<file path="src/rtl/pit_pkg.sv">
package pit_pkg;
  localparam int BUS_W = 8;

  localparam logic [2:0] MODE_TC   = 3'd0;
  localparam logic [2:0] MODE_RATE = 3'd2;
  localparam logic [2:0] MODE_SQ   = 3'd3;

  localparam logic [1:0] ACC_LATCH = 2'd0;
  localparam logic [1:0] ACC_WORD  = 2'd3;

  typedef struct packed {
    logic       dataWr;
    logic       dataRd;
    logic       latchCmd;
    logic       modeSet;
    logic [2:0] modeVal;
  } chanCmd_t;
endpackage

</file>
<file path="src/rtl/pit_ctrl.sv">
module pit_ctrl
  import pit_pkg::*;
#(
  parameter int NUM_CH = 3,
  parameter int ADDR_W = 2
) (
  input  logic                        clk,
  input  logic                        rstN,
  input  logic                        wrEn,
  input  logic                        rdEn,
  input  logic [ADDR_W-1:0]           addr,
  input  logic [BUS_W-1:0]            wrData,
  output chanCmd_t [NUM_CH-1:0]       cmd,
  output logic                        cfgErr
);
  localparam logic [ADDR_W-1:0] CTRL_ADDR = {ADDR_W{1'b1}};

  logic       ctrlWr;
  logic [1:0] selF;
  logic [1:0] accF;
  logic [2:0] modeF;
  logic       bcdF;
  logic       modeOk;
  logic       badWord;
  logic       rdOnly;

  assign ctrlWr = wrEn && (addr == CTRL_ADDR);
  assign rdOnly = rdEn && !wrEn;
  assign selF   = wrData[7:6];
  assign accF   = wrData[5:4];
  assign modeF  = wrData[3:1];
  assign bcdF   = wrData[0];
  assign modeOk = (modeF == MODE_TC) || (modeF == MODE_RATE) || (modeF == MODE_SQ);

  always_comb begin
    badWord = 1'b0;
    if (selF == 2'd3 || int'(selF) >= NUM_CH) badWord = 1'b1;
    else if (accF != ACC_LATCH) begin
      if (accF != ACC_WORD || !modeOk || bcdF) badWord = 1'b1;
    end
  end

  for (genvar c = 0; c < NUM_CH; c++) begin : g_chan
    logic hitCtrl;
    assign hitCtrl            = ctrlWr && !badWord && (int'(selF) == c);
    assign cmd[c].dataWr      = wrEn && (int'(addr) == c);
    assign cmd[c].dataRd      = rdOnly && (int'(addr) == c);
    assign cmd[c].latchCmd    = hitCtrl && (accF == ACC_LATCH);
    assign cmd[c].modeSet     = hitCtrl && (accF == ACC_WORD);
    assign cmd[c].modeVal     = modeF;
  end

  always_ff @(posedge clk) begin
    if (!rstN) cfgErr <= 1'b0;
    else       cfgErr <= ctrlWr && badWord;
  end

  logic [NUM_CH-1:0] chanBusy;
  for (genvar c = 0; c < NUM_CH; c++) begin : g_busy
    assign chanBusy[c] = cmd[c].dataWr | cmd[c].dataRd | cmd[c].latchCmd | cmd[c].modeSet;
  end

  // a single bus access reaches at most one channel
  p_one_chan_r11: assert property (@(posedge clk) disable iff (!rstN)
    $onehot0(chanBusy));

  // the error pulse only follows a control write
  p_err_after_ctrl_r10: assert property (@(posedge clk) disable iff (!rstN)
    cfgErr |-> $past(ctrlWr));
endmodule

</file>
<file path="src/rtl/pit_counter.sv">
module pit_counter
  import pit_pkg::*;
#(
  parameter int BYTE_W = BUS_W
) (
  input  logic              clk,
  input  logic              rstN,
  input  logic              tickEn,
  input  chanCmd_t          cmd,
  input  logic [BYTE_W-1:0] busData,
  output logic [BYTE_W-1:0] rdByte,
  output logic              outHigh
);
  localparam int CNT_W = 2 * BYTE_W;
  localparam logic [CNT_W-1:0] ONE = CNT_W'(1);

  logic [CNT_W-1:0] count;
  logic [CNT_W-1:0] period;
  logic [CNT_W-1:0] latchVal;
  logic             latchOn;
  logic             rdMsb;
  logic             wrMsb;
  logic             running;
  logic [2:0]       mode;
  logic [CNT_W-1:0] rdSrc;
  logic [CNT_W-1:0] newPeriod;

  assign rdSrc     = latchOn ? latchVal : count;
  assign rdByte    = rdMsb ? rdSrc[CNT_W-1:BYTE_W] : rdSrc[BYTE_W-1:0];
  assign newPeriod = {busData, count[BYTE_W-1:0]};

  always_ff @(posedge clk) begin
    if (!rstN) begin
      count    <= '0;
      period   <= '0;
      latchVal <= '0;
      latchOn  <= 1'b0;
      rdMsb    <= 1'b0;
      wrMsb    <= 1'b0;
      running  <= 1'b0;
      outHigh  <= 1'b0;
      mode     <= MODE_TC;
    end else begin
      if (cmd.modeSet) mode <= cmd.modeVal;

      if (cmd.latchCmd) begin
        if (!latchOn) begin
          latchOn  <= 1'b1;
          latchVal <= count;
          rdMsb    <= 1'b0;
        end
      end else if (cmd.dataRd) begin
        rdMsb <= !rdMsb;
        if (rdMsb && latchOn) latchOn <= 1'b0;
      end

      if (cmd.dataWr) begin
        if (!wrMsb) begin
          count[BYTE_W-1:0] <= busData;
          running <= 1'b0;
          outHigh <= 1'b0;
          wrMsb   <= 1'b1;
        end else begin
          count[CNT_W-1:BYTE_W] <= busData;
          period  <= newPeriod;
          running <= (newPeriod != '0);
          wrMsb   <= 1'b0;
        end
      end else if (running && tickEn) begin
        if (count == ONE) begin
          if (mode == MODE_TC) begin
            count   <= '0;
            running <= 1'b0;
            outHigh <= 1'b1;
          end else begin
            count <= period;
          end
        end else begin
          count <= count - ONE;
        end
      end
    end
  end

  // no tick, no write -> count holds
  p_hold_no_tick_r3: assert property (@(posedge clk) disable iff (!rstN)
    (!tickEn && !cmd.dataWr) |=> $stable(count));

  // output rises only on a tick in terminal-count mode
  p_out_rise_tc_r4: assert property (@(posedge clk) disable iff (!rstN)
    $rose(outHigh) |-> ($past(tickEn) && $past(mode) == MODE_TC));

  // low-byte write halts and clears the output
  p_lsb_halts_r5: assert property (@(posedge clk) disable iff (!rstN)
    (cmd.dataWr && !wrMsb) |=> (!running && !outHigh));

  // a pending snapshot is not overwritten
  p_latch_kept_r8: assert property (@(posedge clk) disable iff (!rstN)
    (latchOn && !cmd.dataRd) |=> (latchOn && $stable(latchVal)));

  // periodic modes never raise the output
  p_periodic_quiet_r9: assert property (@(posedge clk) disable iff (!rstN)
    (mode != MODE_TC && !cmd.dataWr && !cmd.modeSet) |=> !$rose(outHigh));
endmodule

</file>
<file path="src/rtl/pit_timer.sv">
module pit_timer
  import pit_pkg::*;
#(
  parameter int NUM_CH = 3,
  parameter int ADDR_W = 2
) (
  input  logic              clk,
  input  logic              rstN,
  input  logic              tickEn,
  input  logic              wrEn,
  input  logic              rdEn,
  input  logic [ADDR_W-1:0] addr,
  input  logic [BUS_W-1:0]  wrData,
  output logic [BUS_W-1:0]  rdData,
  output logic [NUM_CH-1:0] timerOut,
  output logic              cfgErr
);
  chanCmd_t [NUM_CH-1:0]            cmd;
  logic [NUM_CH-1:0][BUS_W-1:0]     rdVec;

  pit_ctrl #(.NUM_CH(NUM_CH), .ADDR_W(ADDR_W)) u_ctrl (
    .clk(clk), .rstN(rstN), .wrEn(wrEn), .rdEn(rdEn), .addr(addr),
    .wrData(wrData), .cmd(cmd), .cfgErr(cfgErr)
  );

  for (genvar c = 0; c < NUM_CH; c++) begin : g_cnt
    pit_counter #(.BYTE_W(BUS_W)) u_cnt (
      .clk(clk), .rstN(rstN), .tickEn(tickEn), .cmd(cmd[c]),
      .busData(wrData), .rdByte(rdVec[c]), .outHigh(timerOut[c])
    );
  end

  always_ff @(posedge clk) begin
    if (!rstN) rdData <= '0;
    else if (rdEn && !wrEn && int'(addr) < NUM_CH) rdData <= rdVec[addr];
  end
endmodule

</file>
<file path="config.mk">
export PLATFORM = sky130hd
export DESIGN_NAME = pit_timer
export DESIGN_NICKNAME = d
export VERILOG_FILES = /design/src/rtl/pit_pkg.sv /design/src/rtl/pit_ctrl.sv /design/src/rtl/pit_counter.sv /design/src/rtl/pit_timer.sv
export SDC_FILE = /design/constraint.sdc
export NUM_CORES = 1
export LEC_CHECK = 0
export BUFFER_PORTS_ARGS = -buffer_cell sky130_fd_sc_hd__buf_2
export CAP_MARGIN = 20
export CELL_PAD_IN_SITES_DETAIL_PLACEMENT = 1
export CELL_PAD_IN_SITES_GLOBAL_PLACEMENT = 1
export CORE_MARGIN = 2
export CORE_UTILIZATION = 52
export DETAILED_ROUTE_END_ITERATION = 6
export GPL_TIMING_DRIVEN = 0
export PLACE_DENSITY_LB_ADDON = 0.1
export SLEW_MARGIN = 40
export SYNTH_ARGS = -nofsm -noshare
export SYNTH_HDL_FRONTEND = slang
export SYNTH_SLANG_ARGS = --single-unit
</file>
<file path="constraint.sdc">
create_clock -name clk -period 6.9 [get_ports clk]
set_clock_uncertainty 0.2 [all_clocks]
set_input_delay 1.725 -clock clk [delete_from_list [all_inputs] [get_ports clk]]
set_output_delay 1.725 -clock clk [all_outputs]
set_load 0.01 [all_outputs]
</file>
==> results.md <==
| Metric | This run | Unit |
|:---|:---|:---|
| Result of the run | complete, no violations | - |
| Die Area | 18,600 | sq um |
| Total vias in the final route | 8,800 | - |
| Post-layout instance count excluding filler cells | 1,341 | - |
| Setup TNS | 0 | ns |
| Area of the core region | 17,200 | sq um |
| Slew margin rel. | 41.6 | % |
| Relative area change from synthesis to final layout | 11.4 | % |
| Area share of the leading cell type in the synthesized netlist | 38.8 | % |
| CTS buffer count | 17 | - |
| Antenna violations before repair | 0 | - |
| Total instance count after detailed placement | 1,309 | - |
| Clock insertion delay at the later pin of the skew report | 0.45 | ns |
| Critical path capture point type | register | - |
| Count of mapped cells out of synthesis | 1,059 | - |
| Number of failing hold endpoints at the final stage | 0 | - |
| Vias in the first global route | 8,712 | - |
| Synthesis Warnings | 0 | - |
| Final setup slack of the worst path | 3.17 | ns |
| Max H-tree Level | 4 | - |
| Pins Over Slew Limit | 0 | - |
| Avg Cell Area, Syn | 8.62 | sq um |
| Clock-pin slew on the worst setup and hold paths | 0.07 | ns |
| Number of unique standard cell types used by synthesis | 65 | - |
| Setup crit start kind | input port | - |
| Average detailed-routed wire length per instance | 24.5 | um |
| Critical setup path kind | in -> reg | - |
| Final Cycle Share | 54.0 | % |
| Total DRC errors in the routed layout | 0 | - |
| CTS tree | built | - |
| Share of synthesized flip-flops with an asynchronous set or reset | 0 | % |
| Final setup fails | 0 | - |
| Count of routing violations after the opening detailed-route iteration | 717 | - |
| CP Max Fanout | 10 | - |
| Row count | 48 | - |
| Worst endpoint required time | 7.07 | ns |
| Instance count along the most critical hold path | 2 | - |
| Top flip-flop cell by instance count after synthesis | dfxtp_1 | - |
| Leading post-synthesis cells by cell area | dfxtp_1, mux2i_1, nand2_1 | - |
| I/O pin count | 27 | - |
| Die outline width | 136 | um |
| Antenna cell count | 0 | - |
| Overflow after GRT | 0 | - |
| RSZ-0062 raised after global routing | false | - |
| Detailed-route wire length | 32,800 | um |
| F_max | 0.268 | GHz |
| Most common cell after layout, fill and taps aside | dfxtp_1 | - |
| Minimum setup slack among reg-to-reg paths | 4.01 | ns |
| Power density cells | 237 | nW/um^2 |
| Vertical die dimension | 136 | um |
| Clock root buffer | clkbuf_16 | - |
| Post-Syn Area | 9130 | sq um |
| Count of hold buffers inserted by post-cts repair | 0 | - |
| IO buf count | 25 | - |
| Highest-count cells in the layout ignoring fill and taps | dfxtp_1, nand2_1, nor2_1 | - |
| Crit Reg-Reg Startpoint | g_cnt[1].u_cnt.count[3]$_SDFFE_PN0P_ | - |
| Largest net degree at the start of global routing | 18 | - |
| Post-layout nets | 1,127 | - |
| Post-layout min period | 3.73 | ns |
| Total clock sinks | 177 | - |
| Initial DRT Pass Iterations | 5 | - |
| Max IR drop VDD | 186 | uV |
| Number of synthesized flops with an enable pin | 0 | - |
| RePlAce Congestion | 0.983 | - |
| Max cap viols | 0 | - |
| Dominant cell type by area after synthesis | dfxtp_1 | - |
| Syn_nets | 1,083 | - |
| Slew of the pin with the lowest slew margin | 0.876 | ns |
| Post-cts gate resize count | 0 | - |
| Post-CTS Setup Inserts | 0 | - |
| CP endpoint | g_cnt[0].u_cnt.period[8]$_SDFFE_PN0P_ | - |
| P_leak | 3.78 | nW |
| Vias per std cell | 6.56 | - |
| Global-route wire length before repair | 50,200 | um |
| FF+latch count, synth | 177 | - |
| Antenna Violating Nets Remaining | 0 | - |
| Worst setup path startpoint | addr[0] | - |
| Total GRT Usage | 36.0 | % |
| Critical R2R Capture | g_cnt[1].u_cnt.count[8]$_SDFFE_PN0P_ | - |
| Arrival time reported for the critical path endpoint | 3.90 | ns |
| Seq/Total Area, Yosys | 38.8 | % |
| HPWL Detailed | 23,000 | um |
| Starting density of the core | 53.0 | % |
| Type of the worst min-delay path | reg -> reg | - |
| Pre-CTS setup slack | 2.76 | ns |
| Maximum clock path buffer count | 2 | - |
| Layout cell share with drive strength beyond 1 | 11.7 | % |
| Logic depth of the worst register-to-register path | 6 | - |
[Yosys cell counts, drive strengths merged, types with 18 or more instances]
| cell type | instances |
|---|---|
| mux2i | 65 |
| buf | 20 |
| a21oi | 85 |
| o221ai | 34 |
| nor2 | 92 |
| nor3 | 19 |
| nand3 | 34 |
| mux4 | 24 |
| nor4 | 18 |
| o21ai | 42 |
| nand2 | 161 |
| dfxtp | 177 |
| clkbuf | 77 |
| a31oi | 32 |
[stage by stage]
stage | util, % | power, W | area [sq um] | hold WS, ns
after detailed placement | 55.4 | 0.00140 | 9550 | 0.247
after CTS | 58.9 | 0.00240 | 10200 | 0.257
after global routing | 59.0 | 0.00249 | 10200 | 0.284
final | 59.0 | 0.00242 | 10200 | 0.256
after floorplan | - | 0.00130 | 9130 | 0.236
after global placement | 55.3 | 0.00139 | 9540 | 0.244
[kinds of logic after synthesis]
logic type                 synth area share [%]
and+or+nand+nor                            20.4
AOI/OAI and AO/OA                          16.9
DFF                                        38.8
buffers and inverters                      6.20
muxes                                      13.6
xor gates and xnor gates                   2.88
adders and majority gates                  1.23
[layout make-up]
class	instances	area, sq um
flip-flops and latches	177	3540
clock inverters	15	175
inverters	17	63.8
fillers	2063	7060
clock buffers	17	425
plain buffers	98	505
repair buffers	25	125
multi-input cells	767	5050
well taps	225	282
[where the power goes]
group          internal, W  switching [W]  leakage, nW  total, W
clock network     0.000547       0.000471        0.291   0.00102
registers          0.00104      0.0000212         1.43   0.00106
logic             0.000120       0.000218         2.06  0.000338
total              0.00170       0.000711         3.78   0.00242
[state kept, by name (all words and copies together) (netlist names)]
signal,cells
g_cnt.u_cnt.count,48
g_cnt.u_cnt.wrMsb,3
g_cnt.u_cnt.outHigh,3
rdData,8
g_cnt.u_cnt.latchOn,3
g_cnt.u_cnt.mode,9
u_ctrl.cfgErr,1
g_cnt.u_cnt.latchVal,48
g_cnt.u_cnt.running,3
g_cnt.u_cnt.period,48
g_cnt.u_cnt.rdMsb,3
[routing by layer]
layer,track usage (%),share of wire [%],up-vias
li1,-,-,3910
met1,46.7,41,4378
met2,56.1,46,403
met3,8.26,7.8,109
met4,18.5,4.6,0
met5,0,0,-
[worst max-delay path, cell delays in order]
cell      delay (ns)
buf_2           0.10
clkbuf_8        0.16
nor3b_1         0.50
and2_1          0.20
clkbuf_1        0.39
clkbuf_1        0.50
nand2_1         0.14
a21oi_1         0.17
[worst min-delay path by stage]
stage | startpoint | to
floorplan | g_cnt[1].u_cnt.period[14]$_SDFFE_PN0P_ | g_cnt[1].u_cnt.period[14]$_SDFFE_PN0P_
global placement | g_cnt[0].u_cnt.period[15]$_SDFFE_PN0P_ | g_cnt[0].u_cnt.period[15]$_SDFFE_PN0P_
detailed placement | g_cnt[1].u_cnt.period[9]$_SDFFE_PN0P_ | g_cnt[1].u_cnt.period[9]$_SDFFE_PN0P_
CTS | g_cnt[1].u_cnt.period[9]$_SDFFE_PN0P_ | g_cnt[1].u_cnt.period[9]$_SDFFE_PN0P_
global route | g_cnt[0].u_cnt.period[13]$_SDFFE_PN0P_ | g_cnt[0].u_cnt.period[13]$_SDFFE_PN0P_
finish | g_cnt[0].u_cnt.period[12]$_SDFFE_PN0P_ | g_cnt[0].u_cnt.period[12]$_SDFFE_PN0P_
Power figures use the tool's default switching activity.
